## src/rtl/bar_pkg.sv

```systemverilog
package bar_pkg;

    typedef enum logic [1:0] {
        BOP_NONE   = 2'b00,
        BOP_ARRIVE = 2'b01,
        BOP_SKIP   = 2'b10,
        BOP_WAIT   = 2'b11
    } bar_op_e;

    // Next-state contribution of one participant slot.
    typedef struct packed {
        logic sat;
        logic wt;
        logic skp;
        logic flt;
    } slot_nx_t;

    function automatic logic op_is_illegal(bar_op_e op, logic sat, logic wt, logic skp);
        if (op == BOP_NONE) return 1'b0;
        return skp | wt | (sat & (op != BOP_SKIP));
    endfunction

endpackage

```

## src/rtl/bar_slot.sv

```systemverilog
module bar_slot
    import bar_pkg::*;
(
    input  bar_op_e  op_i,
    input  logic     sat_i,
    input  logic     wt_i,
    input  logic     skp_i,
    output slot_nx_t nx_o
);
    logic ill;
    logic acc;

    always_comb begin
        ill       = op_is_illegal(op_i, sat_i, wt_i, skp_i);
        acc       = (op_i != BOP_NONE) && !ill;
        nx_o.flt  = ill;
        nx_o.sat  = sat_i | acc;
        nx_o.wt   = wt_i  | (acc && (op_i == BOP_WAIT));
        nx_o.skp  = skp_i | (acc && (op_i == BOP_SKIP));
    end
endmodule

```

## src/rtl/bar_join.sv

```systemverilog
module bar_join #(
    parameter int NPART = 16
) (
    input  logic [NPART-1:0] sat_i,
    input  logic [NPART-1:0] skp_i,
    output logic             done_o
);
    // Complete when no remaining participant is still unsatisfied.
    logic [NPART-1:0] pending;

    always_comb begin
        pending = ~skp_i & ~sat_i;
        done_o  = (pending == '0);
    end
endmodule

```

## src/rtl/phase_barrier.sv

```systemverilog
module phase_barrier
    import bar_pkg::*;
#(
    parameter  int NPART = 16,
    localparam int CW    = $clog2(NPART + 1)
) (
    input  logic               clk,
    input  logic               rst,
    input  logic               cfg_valid,
    input  logic [CW-1:0]      cfg_count,
    input  logic [2*NPART-1:0] req_op,
    output logic [NPART-1:0]   wake,
    output logic [NPART-1:0]   fault
);
    logic [NPART-1:0] sat_q, wt_q, skp_q;
    logic [NPART-1:0] sat_n, wt_n, skp_n, flt_n;
    logic [NPART-1:0] member;
    logic             done;

    for (genvar i = 0; i < NPART; i++) begin : g_slot
        slot_nx_t nx;
        bar_slot u_slot (
            .op_i  (bar_op_e'(req_op[2*i +: 2])),
            .sat_i (sat_q[i]),
            .wt_i  (wt_q[i]),
            .skp_i (skp_q[i]),
            .nx_o  (nx)
        );
        assign sat_n[i]  = nx.sat;
        assign wt_n[i]   = nx.wt;
        assign skp_n[i]  = nx.skp;
        assign flt_n[i]  = nx.flt;
        assign member[i] = (CW'(i) < cfg_count);
    end

    bar_join #(.NPART(NPART)) u_join (
        .sat_i  (sat_n),
        .skp_i  (skp_n),
        .done_o (done)
    );

    always_ff @(posedge clk) begin
        if (rst) begin
            sat_q <= '0;
            wt_q  <= '0;
            skp_q <= '1;
            wake  <= '0;
            fault <= '0;
        end else if (cfg_valid) begin
            sat_q <= '0;
            wt_q  <= '0;
            skp_q <= ~member;
            wake  <= '0;
            fault <= '0;
        end else begin
            fault <= flt_n;
            skp_q <= skp_n;
            if (done) begin
                wake  <= wt_n;
                sat_q <= '0;
                wt_q  <= '0;
            end else begin
                wake  <= '0;
                sat_q <= sat_n;
                wt_q  <= wt_n;
            end
        end
    end

    // A stalled participant must always be counted as satisfied.
    p_wait_implies_sat_r4: assert property (@(posedge clk) disable iff (rst)
        (wt_q & ~sat_q) == '0);

    // A wake pulse only goes to IDs that were waiting or asked to wait.
    p_wake_only_waiters_r4: assert property (@(posedge clk) disable iff (rst)
        (wake & ~$past(wt_n)) == '0);

    // Withdrawal is permanent outside a construct.
    p_skip_sticky_r5: assert property (@(posedge clk) disable iff (rst)
        !$past(cfg_valid) |-> (($past(skp_q) & ~skp_q) == '0));

    // A wake means the phase just restarted with clear flags.
    p_wake_clears_phase_r6: assert property (@(posedge clk) disable iff (rst)
        (|wake) |-> (sat_q == '0 && wt_q == '0));

    // Requests beside a construct raise no fault.
    p_cfg_no_fault_r1: assert property (@(posedge clk) disable iff (rst)
        $past(cfg_valid) |-> (fault == '0));

endmodule

```

## config.mk

```make
export PLATFORM = sky130hd
export DESIGN_NAME = phase_barrier
export DESIGN_NICKNAME = d
export VERILOG_FILES = /design/src/rtl/bar_pkg.sv /design/src/rtl/bar_slot.sv /design/src/rtl/bar_join.sv /design/src/rtl/phase_barrier.sv
export SDC_FILE = /design/constraint.sdc
export NUM_CORES = 1
export LEC_CHECK = 0
export ABC_CLOCK_PERIOD_IN_PS = 5500
export BUFFER_PORTS_ARGS = -buffer_cell sky130_fd_sc_hd__buf_2
export CAP_MARGIN = 20
export CORE_MARGIN = 2
export CORE_UTILIZATION = 41
export CTS_CLUSTER_DIAMETER = 30
export CTS_CLUSTER_SIZE = 20
export DETAILED_ROUTE_END_ITERATION = 12
export GPL_TIMING_DRIVEN = 0
export PLACE_DENSITY_LB_ADDON = 0.12
export SLEW_MARGIN = 5
export SYNTH_ARGS = -nofsm -noshare
export SYNTH_HDL_FRONTEND = slang
export SYNTH_HIERARCHICAL = 1
export SYNTH_SLANG_ARGS = --single-unit
```

## constraint.sdc

```tcl
create_clock -name clk -period 5.5 [get_ports clk]
set_clock_uncertainty 0.1 [all_clocks]
set_input_delay 0.825 -clock clk [delete_from_list [all_inputs] [get_ports clk]]
set_output_delay 0.825 -clock clk [all_outputs]
set_load 0.1 [all_outputs]
```

==> results of run 1 <==
-- layer usage --
layer | global-route usage | routed length [um] | vias to the layer above
li1 | - | - | 1439
met1 | 0.247 | 3920 | 1314
met2 | 0.286 | 3590 | 57
met3 | 0.0446 | 381 | 9
met4 | 0.0714 | 131 | 0
met5 | 0 | 0 | -
-- registers in the layout, indices dropped and copies added (netlist names) --
signal  count
skp_q      16
wt_q       16
fault      16
wake       16
sat_q      16
-- power by group --
group	internal [mW]	total [mW]	switching (mW)
logic	0.0814	0.213	0.132
registers	0.601	0.619	0.0177
clock network	0.282	0.495	0.214
-- critical path, delay by kind of cell --
family / cells / cell delay (ps)
compound gates: 1 / 230
simple gates: 6 / 1260
buf+inv: 2 / 600
-- stage by stage --
stage          setup WS (ps)  cell area [um^2]
3_5_place_dp            2420              3970
6_report                2760              4200
3_3_place_gp            2440              3970
2_1_floorplan           3200              3480
4_1_cts                 2780              4200
5_1_grt                 2640              4200
-- kinds of logic after synthesis --
family	after synthesis	share of synthesized area
AND/OR/NAND/NOR	168	0.271
AO/OA/AOI/OAI	76	0.193
multiplexers	1	0.00287
flip-flops	80	0.460
buffers and inverters	48	0.0736
-- synthesized netlist by cell type (all sizes together) --
library cell   n
nor2b          1
a211oi        16
clkbuf         8
nand3b         1
nor3           1
nor3b         16
nor2          54
a31oi          1
a221o          1
a21oi          6
o221ai         2
and3          17
dfxtp         80
buf           20
nand2b         2
inv           20
a31o          16
o22ai          8
a211o          5
mux2i          1
o21ai          2
o311ai         1
or3b           1
nand2          6
or3            1
or2           17
o31ai         18
nand3          2
and4           1
and2          48
-- final cells by class --
| class | count | area, um^2 |
|---|---|---|
| tap | 105 | 131 |
| multi-input combinational | 245 | 1630 |
| timing repair buffer | 70 | 350 |
| clock buffer | 12 | 155 |
| fill | 800 | 4020 |
| sequential | 80 | 1600 |
| inverter | 20 | 75.1 |
| clock inverter | 4 | 76.3 |
| buffer | 28 | 181 |
-- layout by cell type (no fill, tap or decap), types with 2 or more instances in the layout --
cell type  instances
a211o_1            3
a211o_2            2
a211oi_1          16
a21oi_1            6
a31o_1            16
and2_1            48
and3_1            17
buf_2             71
buf_4             18
bufinv_16          2
clkbuf_1           9
clkbuf_8          11
dfxtp_1           80
inv_1             20
nand2_1            6
nand2b_1           2
nand3_1            2
nor2_1            53
nor3b_1           16
o21ai_0            2
o221ai_1           2
o22ai_1            8
o31ai_2           18
or2_1             17
-- worst max path at each step --
stage               cells after the start             endpoint  startpoint
CTS                                     9  wt_q[12]$_SDFF_PP0_   req_op[1]
global route                            9  wt_q[12]$_SDFF_PP0_  req_op[11]
floorplan                               8  sat_q[0]$_SDFF_PP0_  req_op[11]
global placement                        9  wt_q[13]$_SDFF_PP0_   req_op[1]
detailed placement                      9   wt_q[2]$_SDFF_PP0_   req_op[1]
finish                                  9  wt_q[15]$_SDFF_PP0_  req_op[11]
==> results_dict.tcl, run 1 <==
set metrics [dict create \
    grt_start_max_net_pins 14 \
    crit_type "in2reg" \
    hold_viol 0 \
    hpwl_mm 5.78 \
    hold_end "sat_q[14]$_SDFF_PP0_" \
    wl_mm 8.02 \
    drt_iter0_drc 63 \
    synth_top_area_share 0.460 \
    yosysTopAreaCell "dfxtp_1" \
    syn_area_mm2 0.00348 \
    start_util 0.424 \
    rows 33 \
    holdBufCountCts 0 \
    clk_latency_ps 350 \
    yosysWarnings 6 \
    synth.distinct_cells 34 \
    syn_avg_cell_area_um2 9.34 \
    worst_slew_pin_slew_ps 576 \
    die_y_um 96.2 \
    rr_worst_depth 8 \
    crit_chain "buf_2, nor3b_1, or2_1, o22ai_1, nor2_1, and4_1, nor3_2, clkbuf_1, and2_1" \
    die-area_mm2 0.00925 \
    hold_depth 3 \
    status "finished, final reports clean" \
    clk_pin_slew_worst_paths_ps 80 \
    synth.area.top_cells "dfxtp_1 (46%), and2_1 (8.6%), o31ai_2 (6.5%), nor2_1 (5.7%), a31o_1 (4.0%)" \
    cts_tree "yes" \
    maxSlewHeadroom 0.616 \
    portBuffers 70 \
    ant_nets 0 \
    finish.utilization 0.511 \
    grt_pass1_wl_mm 12.7 \
    hold_class "reg2reg" \
    syn-instance-count 373 \
    cts_buffer_depth 2 \
    cts_setup_buffers 0 \
    area_growth_pct 20.5 \
    io-pin-count 72 \
    place_congestion 0.831 \
    min_from "sat_q[14]$_SDFF_PP0_" \
    dp.cells 548 \
    r2r_setup_slack_ps 3020 \
    p_leak_nw 1.87 \
    htreeDepth 3 \
    final_nets 494 \
    via_count 2819 \
    fmax_mhz 365 \
    finalSetupTns_ps 0 \
    grt_overflow 0 \
    cp_data_required_time_ps 5690 \
    regToRegEndpoint "wt_q[15]$_SDFF_PP0_" \
    hold_ws_ps 508 \
    cp-start-kind "input pin" \
    cts_sinks 80 \
    reg2reg_from "wt_q[5]$_SDFF_PP0_" \
    drc_errors 0 \
    final_cells 564 \
    setup.worst_path.end_class "flip-flop" \
    arrival_ps 2930 \
    ys_ff_latch 80 \
    rsz0062_at_grt "no" \
    vias_per_cell 5.00 \
    numCtsBuffers 9 \
    ir_worst_vdd_mv 0.136 \
    drv_cap 0 \
    first_global_vias 2668 \
    cts-resized-gates 0 \
    power.total_mw 1.33 \
    cts_root_buf "clkbuf_8" \
    dr.pass1.iters 4 \
    antenna_found_initial 0 \
    die_x_um 96.2 \
    n_antenna_cell 0 \
    drv_slew 0 \
    wl_per_cell_um 14.2 \
    worst_path_max_delay_cell "clkbuf_1" \
    cp_max_fo 10 \
    synth_nets 413 \
    cpPeakStageDelay_ps 490 \
    p_per_area_mw_per_mm2 316 \
    drive_gt1_frac 0.281 \
    core_mm2 0.00822 \
    fin_crit_sh 0.498 \
    track_usage 0.184 \
    fin_crit_ps 2740 \
    ys_seq_area_frac 0.460 \
    finalSetupViolCount 0 \
]
Note: power is estimated with default switching activity, not from simulation.
==> run 2: changes to the inputs <==
--- a/config.mk
+++ b/config.mk
@@ -5,7 +5,7 @@
 export SDC_FILE = /design/constraint.sdc
 export NUM_CORES = 1
 export LEC_CHECK = 0
-export ABC_CLOCK_PERIOD_IN_PS = 5500
+export ABC_CLOCK_PERIOD_IN_PS = 2300
 export BUFFER_PORTS_ARGS = -buffer_cell sky130_fd_sc_hd__buf_2
 export CAP_MARGIN = 20
 export CORE_MARGIN = 2
==> constraint.sdc (replaced) <==
create_clock -name clk -period 2.3 [get_ports clk]
set_clock_uncertainty 0.1 [all_clocks]
set_input_delay 0.345 -clock clk [delete_from_list [all_inputs] [get_ports clk]]
set_output_delay 0.345 -clock clk [all_outputs]
set_load 0.1 [all_outputs]
==> results_dict.tcl, run 2 (same netlist as run 1, synthesis figures left out) <==
set metrics [dict create \
    rr_worst_depth 8 \
    grt_overflow 0 \
    portBuffers 70 \
    htreeDepth 3 \
    core_mm2 0.00822 \
    hpwl_mm 5.78 \
    p_leak_nw 1.88 \
    use_met1 0.247 \
    dr.pass1.iters 4 \
    ant_nets 0 \
    n_antenna_cell 0 \
    drt_iter0_drc 80 \
    die-area_mm2 0.00925 \
    place_congestion 0.831 \
    first_global_vias 2667 \
    die_y_um 96.2 \
    numCtsBuffers 9 \
    status "finished, final reports clean" \
    cts_setup_buffers 0 \
    rows 33 \
    hold_depth 2 \
    fin_crit_sh 0.938 \
    io-pin-count 72 \
    maxSlewHeadroom 0.624 \
    crit_type "reg2reg" \
    gr-max-usage-layer "met2" \
    cp_data_required_time_ps 2490 \
    use_met3 0.0446 \
    clk_pin_slew_worst_paths_ps 80 \
    drv_slew 0 \
    cts_tree "yes" \
    layout_commonest_cell "dfxtp_1" \
    hold_viol 0 \
    p_per_area_mw_per_mm2 754 \
    die_x_um 96.2 \
    final_nets 494 \
    area_growth_pct 21.0 \
    final_cell_mix "dfxtp_1 (80), buf_2 (71), nor2_1 (53)" \
    clk_latency_ps 350 \
    cts_root_buf "clkbuf_8" \
    finish.utilization 0.513 \
    r2r_setup_slack_ps 140 \
    via_count 2829 \
    drc_errors 0 \
    hold_ws_ps 207 \
    met2_usage 0.286 \
    start_util 0.424 \
    holdBufCountCts 0 \
    wl_per_cell_um 14.2 \
    track_usage 0.184 \
    worst_slew_pin_slew_ps 564 \
    fmax_mhz 464 \
    cts_sinks 80 \
    cp-start-kind "flip-flop" \
    grt_pass1_wl_mm 12.7 \
    drive_gt1_frac 0.290 \
    cts_buffer_depth 2 \
    cp_max_fo 10 \
    grt_start_max_net_pins 14 \
    setup.worst_path.end_class "flip-flop" \
    antenna_found_initial 0 \
    finalSetupViolCount 0 \
    finalSetupTns_ps 0 \
    fin_crit_ps 2160 \
    n_fill_cell 801 \
    drv_cap 0 \
    hold_class "in2reg" \
    ir_worst_vdd_mv 0.324 \
    wl_mm 8.02 \
    vias_per_cell 5.02 \
    arrival_ps 2350 \
]
==> run 2: path summary, 6_finish.rpt <==
kind                                to                 start
setup / recovery   wt_q[15]$_SDFF_PP0_    wt_q[5]$_SDFF_PP0_
hold / removal     skp_q[7]$_SDFF_PP1_             cfg_valid
hold reg to reg   sat_q[14]$_SDFF_PP0_  sat_q[14]$_SDFF_PP0_
setup reg to reg   wt_q[15]$_SDFF_PP0_    wt_q[5]$_SDFF_PP0_
==> run 2: area by class of cell <==
type,count,area (um^2),share of cell area
buffer,28,194,0.0460
clock buffer,12,155,0.0368
clock inverter,4,76.3,0.0181
inverter,20,75.1,0.0178
multi-input combinational,245,1630,0.387
sequential,80,1600,0.380
tap,105,131,0.0312
timing repair buffer,70,350,0.0831
==> run 2: metal layers <==
| metal | wire length, um | up-vias | part of all wire |
|---|---|---|---|
| li1 | - | 1440 | - |
| met1 | 3860 | 1317 | 0.48 |
| met2 | 3610 | 62 | 0.45 |
| met3 | 420 | 10 | 0.052 |
| met4 | 128 | 0 | 0.016 |
| met5 | 0 | - | 0 |
==> run 2: where the power goes <==
group          switching, mW  internal, mW
registers             0.0425          1.44
logic                  0.317         0.199
clock network          0.508         0.673
total                  0.867          2.31
==> run 2: timing repair <==
action / 4_1_cts / 5_1_grt
setup endpoints to repair: 33 / 30
endpoints found under the hold margin: 0 / 0
gates resized for setup: 4 / 7
==> run 2: critical path, cell delays in order, from the launching register on <==
cell and delay [ps]:
dfxtp_1 390, nor3b_1 70, or2_1 240, o22ai_1 210
nor2_1 80, and4_1 330, nor3_4 240, clkbuf_4 270
and2_1 140
==> run 2: metrics by stage <==
stage / power (mW) / area, um^2 / setup slack [ps] / instances
2_1_floorplan: 1.88 / 3480 / 482 / 373
4_1_cts: 3.21 / 4200 / 22.9 / 564
5_1_grt: 3.33 / 4220 / -29.6 / 564
3_5_place_dp: 2.02 / 3970 / -303 / 548
3_3_place_gp: 2.02 / 3970 / -276 / 548
6_report: 3.18 / 4220 / 143 / 564
==> run 3: changes to the inputs <==
--- a/config.mk
+++ b/config.mk
@@ -8,7 +8,6 @@
 export ABC_CLOCK_PERIOD_IN_PS = 2300
 export BUFFER_PORTS_ARGS = -buffer_cell sky130_fd_sc_hd__buf_2
 export CAP_MARGIN = 20
-export CORE_MARGIN = 2
 export CORE_UTILIZATION = 41
 export CTS_CLUSTER_DIAMETER = 30
 export CTS_CLUSTER_SIZE = 20
==> results_dict.tcl, run 3 (same netlist as run 1, synthesis figures left out) <==
set metrics [dict create \
    status "finished, final reports clean" \
    antenna_found_initial 0 \
    hold_viol 0 \
    grt_pass1_wl_mm 12.7 \
    p_per_area_mw_per_mm2 740 \
    fin_crit_ps 2150 \
    worst_slew_pin_slew_ps 645 \
    n_fill_cell 836 \
    drive_gt1_frac 0.292 \
    crit_chain "nor3b_1, or2_1, o22ai_1, nor2_1, and4_2, nor3_2, clkbuf_2, and2_1" \
    first_global_vias 2675 \
    place_congestion 0.804 \
    drv_cap 0 \
    grt_overflow 0 \
    setup.worst_path.end_class "flip-flop" \
    worst_path_max_delay_cell "dfxtp_1" \
    clk_latency_ps 340 \
    hpwl_mm 5.62 \
    cpPeakStageDelay_ps 400 \
    clk_pin_slew_worst_paths_ps 80 \
    cts_setup_buffers 0 \
    cp_data_required_time_ps 2490 \
    area_growth_pct 20.2 \
    portBuffers 70 \
    crit_type "reg2reg" \
    n_antenna_cell 0 \
    cp_max_fo 10 \
    cts_buffer_depth 2 \
    numCtsBuffers 9 \
    wl_mm 7.84 \
    cts_tree "yes" \
    power.total_mw 3.10 \
    hold_class "in2reg" \
    cts_root_buf "clkbuf_8" \
    grt_start_max_net_pins 14 \
    core_mm2 0.00822 \
    layout_commonest_cell "dfxtp_1" \
    ant_nets 0 \
    fin_crit_sh 0.935 \
    rsz0062_at_grt "no" \
    track_usage 0.188 \
    wl_per_cell_um 13.9 \
    final_nets 494 \
    die-area_mm2 0.00887 \
    drt_iter0_drc 82 \
    ir_worst_vdd_mv 0.320 \
    htreeDepth 3 \
    cts_sinks 80 \
    finalSetupViolCount 0 \
    maxSlewHeadroom 0.570 \
    rows 33 \
    die_y_um 94.2 \
    fmax_mhz 465 \
    p_leak_nw 1.88 \
    final_cell_mix "dfxtp_1 (80), buf_2 (72), nor2_1 (53)" \
    place_area_mm2 0.00397 \
    holdBufCountCts 0 \
    via_count 2844 \
    arrival_ps 2340 \
    dr.pass1.iters 4 \
    drv_slew 0 \
    final_cell_area_mm2 0.00419 \
    vias_per_cell 5.04 \
    start_util 0.424 \
    die_x_um 94.2 \
    drc_errors 0 \
    io-pin-count 72 \
    cp-start-kind "flip-flop" \
]
[run 3: changes by cell type in the layout (fill, tap and decap cells not counted)]
cell and delta:
clkbuf_4 -2, nor3_2 +1, and4_1 -1, clkbuf_2 +1, buf_2 +1, clkinvlp_4 -1, nor3_4 -1, clkbuf_8 -2
and4_2 +1, clkinv_2 +3
[run 3: final timing paths]
| check | startpoint | to | slack (ps) | cells past startpoint |
|---|---|---|---|---|
| min | cfg_valid | skp_q[7]$_SDFF_PP1_ | 200 | 2 |
| max | wt_q[7]$_SDFF_PP0_ | sat_q[6]$_SDFF_PP0_ | 150 | 8 |
| max reg2reg | wt_q[7]$_SDFF_PP0_ | sat_q[6]$_SDFF_PP0_ | 150 | 8 |
| min reg2reg | sat_q[7]$_SDFF_PP0_ | sat_q[7]$_SDFF_PP0_ | 510 | 3 |
[run 3: through the flow]
stage | worst slack (ps) | TNS [ps] | utilization | hold WS [ps] | instances
3_5_place_dp | -223 | -5650 | 0.483 | 485 | 548
4_1_cts | 32.9 | 0 | 0.509 | 186 | 564
6_report | 149 | 0 | 0.509 | 200 | 564
2_1_floorplan | 482 | 0 | - | 342 | 373
3_3_place_gp | -213 | -5440 | 0.483 | 469 | 548
5_1_grt | 16.5 | 0 | 0.509 | 190 | 564
[run 3: final cells by class]
| cell class | count | area [um^2] | share of cell area |
|---|---|---|---|
| clock inverters | 6 | 83.8 | 0.0200 |
| multi-input cells | 245 | 1630 | 0.389 |
| well taps | 105 | 131 | 0.0314 |
| inverters | 20 | 75.1 | 0.0179 |
| repair buffers | 70 | 350 | 0.0837 |
| clock buffers | 10 | 128 | 0.0305 |
| flip-flops and latches | 80 | 1600 | 0.383 |
| plain buffers | 28 | 189 | 0.0451 |
[run 3: per-layer routing]
metal  vias up  track usage  share of wire
met4         0       0.0821          0.019
met2        62        0.301           0.47
met5         -            0              0
met1      1330        0.241           0.46
li1       1440            -              -
met3        12       0.0437          0.052
[run 3: power by group]
part	internal [mW]	leakage, nW	switching (mW)
sequential	1.44	0.654	0.0419
clock	0.608	0.110	0.494
combinational	0.197	1.12	0.317
[run 3: critical path, delay by kind of cell (launching register included)]
family          cells  cell delay, ps
simple gates        6            1100
flops               1             400
buf+inv             1             290
compound gates      1             210
[run 3: repair_timing]
action,CTS,global route
pin swaps,0,0
endpoints found under the setup margin,30,40
resized for setup,3,6
